<file path="config.mk">
export PLATFORM = sky130hd
export DESIGN_NAME = reload_timer
export DESIGN_NICKNAME = d
export VERILOG_FILES = /design/src/rtl/timer_pkg.sv /design/src/rtl/tmr_regs.sv /design/src/rtl/tmr_tick.sv /design/src/rtl/tmr_core.sv /design/src/rtl/reload_timer.sv
export SDC_FILE = /design/constraint.sdc
export NUM_CORES = 1
export LEC_CHECK = 0
export ABC_AREA = 1
export BUFFER_PORTS_ARGS = -buffer_cell sky130_fd_sc_hd__buf_2
export CAP_MARGIN = 15
export CORE_UTILIZATION = 62
export DETAILED_ROUTE_END_ITERATION = 12
export GPL_ROUTABILITY_DRIVEN = 0
export PLACE_DENSITY = 0.9
export SLEW_MARGIN = 20
export SYNTH_ARGS = -nofsm -noshare
export SYNTH_HDL_FRONTEND = slang
export SYNTH_SLANG_ARGS = --single-unit
</file>
<file path="constraint.sdc">
create_clock -name clk -period 4 [get_ports clk]
set_input_delay 0.6 -clock clk [delete_from_list [all_inputs] [get_ports clk]]
set_output_delay 0.6 -clock clk [all_outputs]
set_load 0.01 [all_outputs]
</file>
<file path="src/rtl/timer_pkg.sv">
package timer_pkg;
  localparam int unsigned ADDR_W = 2;
  localparam int unsigned SEL_W  = 4;

  typedef enum logic [ADDR_W-1:0] {
    REG_CTRL   = 2'd0,
    REG_RELOAD = 2'd1,
    REG_COUNT  = 2'd2,
    REG_FLAG   = 2'd3
  } reg_addr_e;

  // control word bit positions
  localparam int unsigned CTL_RUN     = 0;
  localparam int unsigned CTL_EVT     = 1;
  localparam int unsigned CTL_OUT     = 2;
  localparam int unsigned CTL_RESTART = 3;
  localparam int unsigned CTL_SEL_LSB = 4;

  // flag word bit positions
  localparam int unsigned FLG_SET = 0;
  localparam int unsigned FLG_CLR = 1;

  typedef struct packed {
    logic [SEL_W-1:0] sel;
    logic             clk_en;
    logic             evt_mode;
    logic             run;
  } ctrl_t;
endpackage

</file>
<file path="src/rtl/tmr_regs.sv">
module tmr_regs
  import timer_pkg::*;
#(
  parameter int unsigned DATA_W = 16,
  parameter int unsigned CNT_W  = 16
) (
  input  logic              clk,
  input  logic              rst,
  input  logic              we,
  input  logic [ADDR_W-1:0] addr,
  input  logic [DATA_W-1:0] wdata,
  output logic [DATA_W-1:0] rdata,
  input  logic [CNT_W-1:0]  count,
  input  logic              zero_evt,
  output ctrl_t             ctrl,
  output logic [CNT_W-1:0]  reload,
  output logic              restart,
  output logic              flag
);
  logic              wr_ctrl, wr_reload, wr_flag;
  logic              flag_d;
  logic [DATA_W-1:0] rd_mux;

  assign wr_ctrl   = we && (reg_addr_e'(addr) == REG_CTRL);
  assign wr_reload = we && (reg_addr_e'(addr) == REG_RELOAD);
  assign wr_flag   = we && (reg_addr_e'(addr) == REG_FLAG);
  assign restart   = wr_ctrl && wdata[CTL_RESTART];

  always_ff @(posedge clk) begin
    if (rst) begin
      ctrl <= '0;
    end else if (wr_ctrl) begin
      ctrl.sel      <= wdata[CTL_SEL_LSB +: SEL_W];
      ctrl.clk_en   <= wdata[CTL_OUT];
      ctrl.evt_mode <= wdata[CTL_EVT];
      ctrl.run      <= wdata[CTL_RUN];
    end
  end

  always_ff @(posedge clk) begin
    if (rst)            reload <= '0;
    else if (wr_reload) reload <= wdata[CNT_W-1:0];
  end

  // hardware event has priority over a software clear
  always_comb begin
    flag_d = flag;
    if (wr_flag && wdata[FLG_CLR]) flag_d = 1'b0;
    if (wr_flag && wdata[FLG_SET]) flag_d = 1'b1;
    if (zero_evt)                  flag_d = 1'b1;
  end

  always_ff @(posedge clk) begin
    if (rst) flag <= 1'b0;
    else     flag <= flag_d;
  end

  always_comb begin
    rd_mux = '0;
    case (reg_addr_e'(addr))
      REG_CTRL: begin
        rd_mux[CTL_RUN]                 = ctrl.run;
        rd_mux[CTL_EVT]                 = ctrl.evt_mode;
        rd_mux[CTL_OUT]                 = ctrl.clk_en;
        rd_mux[CTL_SEL_LSB +: SEL_W]    = ctrl.sel;
      end
      REG_RELOAD: rd_mux[CNT_W-1:0] = reload;
      REG_COUNT:  rd_mux[CNT_W-1:0] = count;
      REG_FLAG:   rd_mux[0]         = flag;
      default:    rd_mux = '0;
    endcase
  end

  always_ff @(posedge clk) begin
    if (rst) rdata <= '0;
    else     rdata <= rd_mux;
  end
endmodule

</file>
<file path="src/rtl/tmr_tick.sv">
module tmr_tick
  import timer_pkg::*;
#(
  parameter int unsigned PRE_W       = 12,
  parameter int unsigned SYNC_STAGES = 2
) (
  input  logic             clk,
  input  logic             rst,
  input  logic             run,
  input  logic             evt_mode,
  input  logic [SEL_W-1:0] sel,
  input  logic             restart,
  input  logic             ext_in,
  output logic             tick
);
  localparam int unsigned MAX_SEL = PRE_W - 1;

  logic [PRE_W-1:0]       pre_q;
  logic [PRE_W-1:0]       mask;
  logic [SEL_W-1:0]       eff_sel;
  logic [SYNC_STAGES-1:0] sync_q;
  logic                   prev_q;
  logic                   pre_tick, evt_edge;

  always_comb begin
    eff_sel = (sel > SEL_W'(MAX_SEL)) ? SEL_W'(MAX_SEL) : sel;
    mask    = (PRE_W'(1) << eff_sel) - PRE_W'(1);
  end

  always_ff @(posedge clk) begin
    if (rst || restart) pre_q <= '0;
    else if (run)       pre_q <= pre_q + PRE_W'(1);
  end

  always_ff @(posedge clk) begin
    if (rst) begin
      sync_q <= '0;
      prev_q <= 1'b0;
    end else begin
      sync_q <= {sync_q[SYNC_STAGES-2:0], ext_in};
      prev_q <= sync_q[SYNC_STAGES-1];
    end
  end

  assign pre_tick = ((pre_q & mask) == mask);
  assign evt_edge = sync_q[SYNC_STAGES-1] && !prev_q;
  assign tick     = run && (evt_mode ? evt_edge : pre_tick);
endmodule

</file>
<file path="src/rtl/tmr_core.sv">
module tmr_core #(
  parameter int unsigned CNT_W = 16
) (
  input  logic             clk,
  input  logic             rst,
  input  logic             restart,
  input  logic             tick,
  input  logic [CNT_W-1:0] reload,
  input  logic             clk_en,
  output logic [CNT_W-1:0] count,
  output logic             zero_evt,
  output logic             trig,
  output logic             clk_out
);
  logic tog_q;

  assign zero_evt = tick && !restart && (count == '0);

  always_ff @(posedge clk) begin
    if (rst)           count <= '0;
    else if (restart)  count <= reload;
    else if (zero_evt) count <= reload;
    else if (tick)     count <= count - CNT_W'(1);
  end

  always_ff @(posedge clk) begin
    if (rst) begin
      tog_q   <= 1'b0;
      trig    <= 1'b0;
      clk_out <= 1'b0;
    end else begin
      tog_q   <= tog_q ^ zero_evt;
      trig    <= zero_evt;
      clk_out <= clk_en && (tog_q ^ zero_evt);
    end
  end
endmodule

</file>
<file path="src/rtl/reload_timer.sv">
module reload_timer
  import timer_pkg::*;
#(
  parameter int unsigned DATA_W      = 16,
  parameter int unsigned CNT_W       = 16,
  parameter int unsigned PRE_W       = 12,
  parameter int unsigned SYNC_STAGES = 2
) (
  input  logic              clk,
  input  logic              rst,
  input  logic              bus_we,
  input  logic [ADDR_W-1:0] bus_addr,
  input  logic [DATA_W-1:0] bus_wdata,
  output logic [DATA_W-1:0] bus_rdata,
  input  logic              ext_evt,
  output logic              irq,
  output logic              trig,
  output logic              clk_out
);
  ctrl_t            ctrl_q;
  logic [CNT_W-1:0] reload_q, count_q;
  logic             restart, tick, zero_evt;

  tmr_regs #(.DATA_W(DATA_W), .CNT_W(CNT_W)) u_regs (
    .clk(clk), .rst(rst), .we(bus_we), .addr(bus_addr), .wdata(bus_wdata),
    .rdata(bus_rdata), .count(count_q), .zero_evt(zero_evt), .ctrl(ctrl_q),
    .reload(reload_q), .restart(restart), .flag(irq)
  );

  tmr_tick #(.PRE_W(PRE_W), .SYNC_STAGES(SYNC_STAGES)) u_tick (
    .clk(clk), .rst(rst), .run(ctrl_q.run), .evt_mode(ctrl_q.evt_mode),
    .sel(ctrl_q.sel), .restart(restart), .ext_in(ext_evt), .tick(tick)
  );

  tmr_core #(.CNT_W(CNT_W)) u_core (
    .clk(clk), .rst(rst), .restart(restart), .tick(tick), .reload(reload_q),
    .clk_en(ctrl_q.clk_en), .count(count_q), .zero_evt(zero_evt),
    .trig(trig), .clk_out(clk_out)
  );
endmodule

</file>
==> out/results.env <==
FINAL.SETUP_SKEW_NS=0.005928
P_SW_uW=482.6
YOSYSTOPAREACELL='dfxtp_1'
PWR-SHARE-SEQ=0.411
CRIT_PATH_MAX_FANOUT=22
N_FILL_CELL=423
SYN-MEAN-INSTANCE-AREA_UM2=6.908
TIMING.HOLD.WORST.START='u_tick.sync_q[0]'
CELLINTERNALPOWER_uW=1418
LAYOUT_CELL_SHARE_WITH_DRIVE_STRENGTH_BEYOND_1=0.1241
TIMING.FINAL.WS_SETUP_NS=0.8732
ENDPOINT_KIND='register'
INITIAL_ANTENNA_VIOLATION_COUNT=0
TIMING.CRITICAL_PATH.MODE_CELL='nand2_1'
FIRST_GLOBAL_VIAS=3206
CTS_MADE_BUFFERS=9
WORST_EP_ARRIVAL_TIME_NS=3.34
FINAL_MAX_SLEW_VIOL_COUNT=0
IO-PIN-COUNT=41
PLACEDINSTANCEAREA_UM2=3790
SERIES_OF_CELL_INSTANCES_ALONG_THE_CRITICAL_PATH='buf_2 > inv_1 > ha_1 > nand2_1 > inv_1 > nand2_1 > nand3_1 > nor2_1 > nand3_2 > nand2_2 > nand2_1 > o21ai_1 > a21oi_1'
DR_TOTAL_VIAS=3535
FINALINSTANCEAREA_UM2=4081
GRT_START_MAX_NET_PINS=30
P_SW_FRAC=0.2539
CTS_TREE='done'
SYNTH_NETS=551
REG2REG_SETUP_SLACK_NS=1.07
POWER.STATIC_LEAKAGE_uW=0.001852
RR_ENDPOINT='u_core.count[6]'
GR-TOTAL-OVERFLOW=0
FINAL_LAYOUT_NET_COUNT=582
CLOCK_TREE.BUFFER_DEPTH=2
WORST_PATH_LARGEST_CELL_DELAY_NS=0.45
TIMING.HOLD.WS_NS=0.4066
PORT-BUFFER-COUNT=40
TIMING.HOLD.WORST.CLASS='register to register'
WORST-ENDPOINT-REQUIRED_NS=4.22
PLACE_WORST_SETUP_SLACK_NS=0.7054
CTS.SINKS=73
HOLD_BUFFERS=0
GRTUSAGEMET2=0.4825
ANTENNA_LEFT=0
SETUP.WORST_PATH.CLASS='input pin to register'
GLOBALROUTEMET3UTIL=0.05814
CLKLATENCYLATEPIN_NS=0.35
WIRELENGTH_MM=8.852
SYNTHFLOPTYPE='dfxtp_1'
DETAIL_ROUTE.DRC_VIOLATIONS=0
MAXIMUM_FREQUENCY_FROM_STATIC_TIMING_ANALYSIS_GHz=0.3198
AREA_GROWTH_PCT=13.62
GRT_USE_TOTAL=0.3160
IRDROPWORSTVDD_mV=0.2945
HOLD_END='u_tick.sync_q[1]'
SYNTH.TOP_CELLS.BY_AREA='dfxtp_1 (41%), nand2_1 (12%), a21oi_1 (6.7%)'
POSTSYNTHREGISTERBITS=73
NETLIST-CELL-TYPE-COUNT=34
WORST_CASE_REG_TO_REG_PATH_DEPTH=14
YOSYSWARNINGS=0
POWER_uW=1901
SEQ_AREA_FRAC_SYNTH=0.4068
DIE_AREA_UM2=6102
VIAS_PER_CELL=5.629
SYNTHDOMINANTCELLAREASHARE=0.4068
TIMING.FINAL.CRIT_PERIOD_NS=3.127
GRT_FIRST_PASS_WIRELENGTH_MM=15.11
DETAILED_PLACE_HPWL_MM=6.066
FINALSETUPTNS_NS=0
FINAL-HOLD-VIOLATION-COUNT=0
SETUP_REPAIR_AFTER_GLOBAL_ROUTING_MISSED_ITS_MARGIN='false'
POST_DRT_WL_PER_CELL_UM=14.10
COREAREA_UM2=5540
DRT_ITER0_DRC=352
SYNTHESIS.INSTANCES=520
POWER.CLOCK.FRACTION=0.437
CRITICAL_PATH.N_BUFFERS_INVERTERS=3
WORST_PATH_MAX_DELAY_CELL='nand2_2'
P_COMB_FRAC=0.152
SETUP_VIOLATIONS=0
WORST-SLEW-PIN-TRANSITION_NS=0.8744
CELL_DEPTH_OF_THE_WORST_HOLD_PATH=2
HTREE_NUM_LEVELS=3
FLOORPLAN.INITIALDENSITY=0.6484
DIE_WIDTH_UM=78.12
CRITICAL-PATH-TOP-DELAY-FAMILY='simple AND/OR/NAND/NOR gates'
CRITPATHLAUNCHTYPE='input pin'
POWER.DENSITY_nW_PER_UM2=465.7
CTS_RESIZED=0
CLK_TRANSITION_REPORTED_PATHS_NS=0.07
GRT_UTIL_MET1=0.4380
SYN_AREA_UM2=3592
POST-ROUTE-PERIOD-UTIL=0.7817
GRT-BUSIEST-LAYER='met2'
OUTCOME='finished, final reports clean'
AREA_OF_COMBINATIONAL_CELLS_WITH_MULTIPLE_INPUTS_UM2=1775
RR_STARTPOINT='u_regs.ctrl[6]'
SYNTH_ENABLE_FLOP_CELLS=0
DR.PASS1.ITERS=5
SYNTHARSTFLOPSHARE=0
AREA.SEQUENTIAL_UM2=1461
ANTENNADIODECOUNT=0
CTS_ROOT_BUFFER='clkbuf_8'
MAXCAPVIOLATIONS=0
POST-CTS-SETUP-BUFFER-COUNT=0
DIE_H_UM=78.12
MAX-SLEW-MARGIN-REL=0.4156
ROWS=27
-- per-stage QoR --
stage | std cells | utilization
3_3_place_gp | 612 | 0.6841
2_1_floorplan | 520 | -
5_1_grt | 628 | 0.7367
6_report | 628 | 0.7367
4_1_cts | 628 | 0.7367
3_5_place_dp | 612 | 0.6841
-- power by group through the flow --
stage                     Sequential [µW]  Clock [µW]  Combinational (µW)
after detailed placement              796           0                 276
after global routing                  784         862                 326
after global placement                795           0                 269
final                                 781         831                 289
after CTS                             779         834                 282
after floorplan                       788           0                 218
-- synth_stat cells (2+ instances only) --
cell type	instances
nand2_1	115
dfxtp_1	73
inv_1	62
nor2_1	51
a21oi_1	48
nand3_1	39
o21ai_0	39
clkbuf_1	11
xor2_1	10
ha_1	9
nor3_1	9
o21ai_1	6
buf_4	5
nor4_1	5
o211ai_1	5
inv_2	4
nand3b_1	4
buf_1	3
xnor2_1	3
buf_2	2
clkinv_1	2
nand2_2	2
nand4_1	2
-- how the worst max path moves through the flow --
| stage | start | to | slack (ns) | cells after the start |
|---|---|---|---|---|
| global route | bus_addr[0] | u_core.count[6] | 0.62 | 13 |
| detailed placement | bus_addr[0] | u_core.count[4] | 0.71 | 13 |
| CTS | bus_addr[0] | u_core.count[6] | 0.96 | 13 |
| global placement | bus_addr[0] | u_core.count[9] | 0.95 | 13 |
| floorplan | u_regs.ctrl[6] | u_core.count[12] | 1.91 | 16 |
| finish | bus_addr[0] | u_core.count[6] | 0.87 | 13 |
-- layer usage --
layer  vias to the layer above  wire length, µm
met1                      1586             3843
met3                        23              867
met2                       187             3957
met5                         -                0
li1                       1739                -
met4                         0              184
-- final cells by class --
class / instances / area share
multi-input cells: 358 / 0.4350
inverters: 68 / 0.06254
clock buffers: 11 / 0.03464
well taps: 72 / 0.02207
clock inverters: 5 / 0.03679
repair buffers: 41 / 0.05089
flip-flops and latches: 73 / 0.3581
-- worst reg2reg max path, cell delays in order, from the launching register on --
cell and delay [ns]:
dfxtp_1 0.43, nor2_4 0.22, nand3_1 0.11, ha_1 0.29
nor2_1 0.05, a21oi_1 0.13, nand3_1 0.09, nor2_1 0.11
nand2_1 0.09, o21ai_2 0.20, nand3_2 0.29, nand2_2 0.45
nand2_1 0.12, o21ai_1 0.12, a21oi_1 0.11
-- cell usage in the layout, fill, tap and decap left out, types with 2 or more instances in the layout --
cell type  instances
nand2_1          115
dfxtp_1           73
inv_1             62
nor2_1            51
a21oi_1           48
buf_2             40
nand3_1           39
o21ai_0           39
xor2_1            10
clkbuf_8          10
nor3_1             9
ha_1               9
o21ai_1            6
nor4_1             5
o211ai_1           5
bufinv_16          5
inv_2              4
nand3b_1           4
xnor2_1            3
nand4_1            2
clkinv_1           2
nand2_2            2
-- registers in the layout, indices dropped and copies added (netlist names) --
| name | cells |
|---|---|
| u_core.clk_out | 1 |
| u_core.count | 16 |
| u_core.tog_q | 1 |
| u_core.trig | 1 |
| u_regs.ctrl | 7 |
| u_regs.flag | 1 |
| u_regs.rdata | 16 |
| u_regs.reload | 16 |
| u_tick.pre_q | 11 |
| u_tick.prev_q | 1 |
| u_tick.sync_q | 2 |
-- kinds of logic (layout without fill, tap and decap cells) --
family          after synthesis  in the layout  share of synthesized area
xor+xnor                     13             13                    0.03170
flops                        73             73                     0.4068
fa+ha+maj                     9              9                    0.03135
compound gates              103            103                     0.1512
simple gates                233            233                     0.2800
buf+inv                      89            125                    0.09892
No activity file was read; power rests on OpenSTA's default activity.
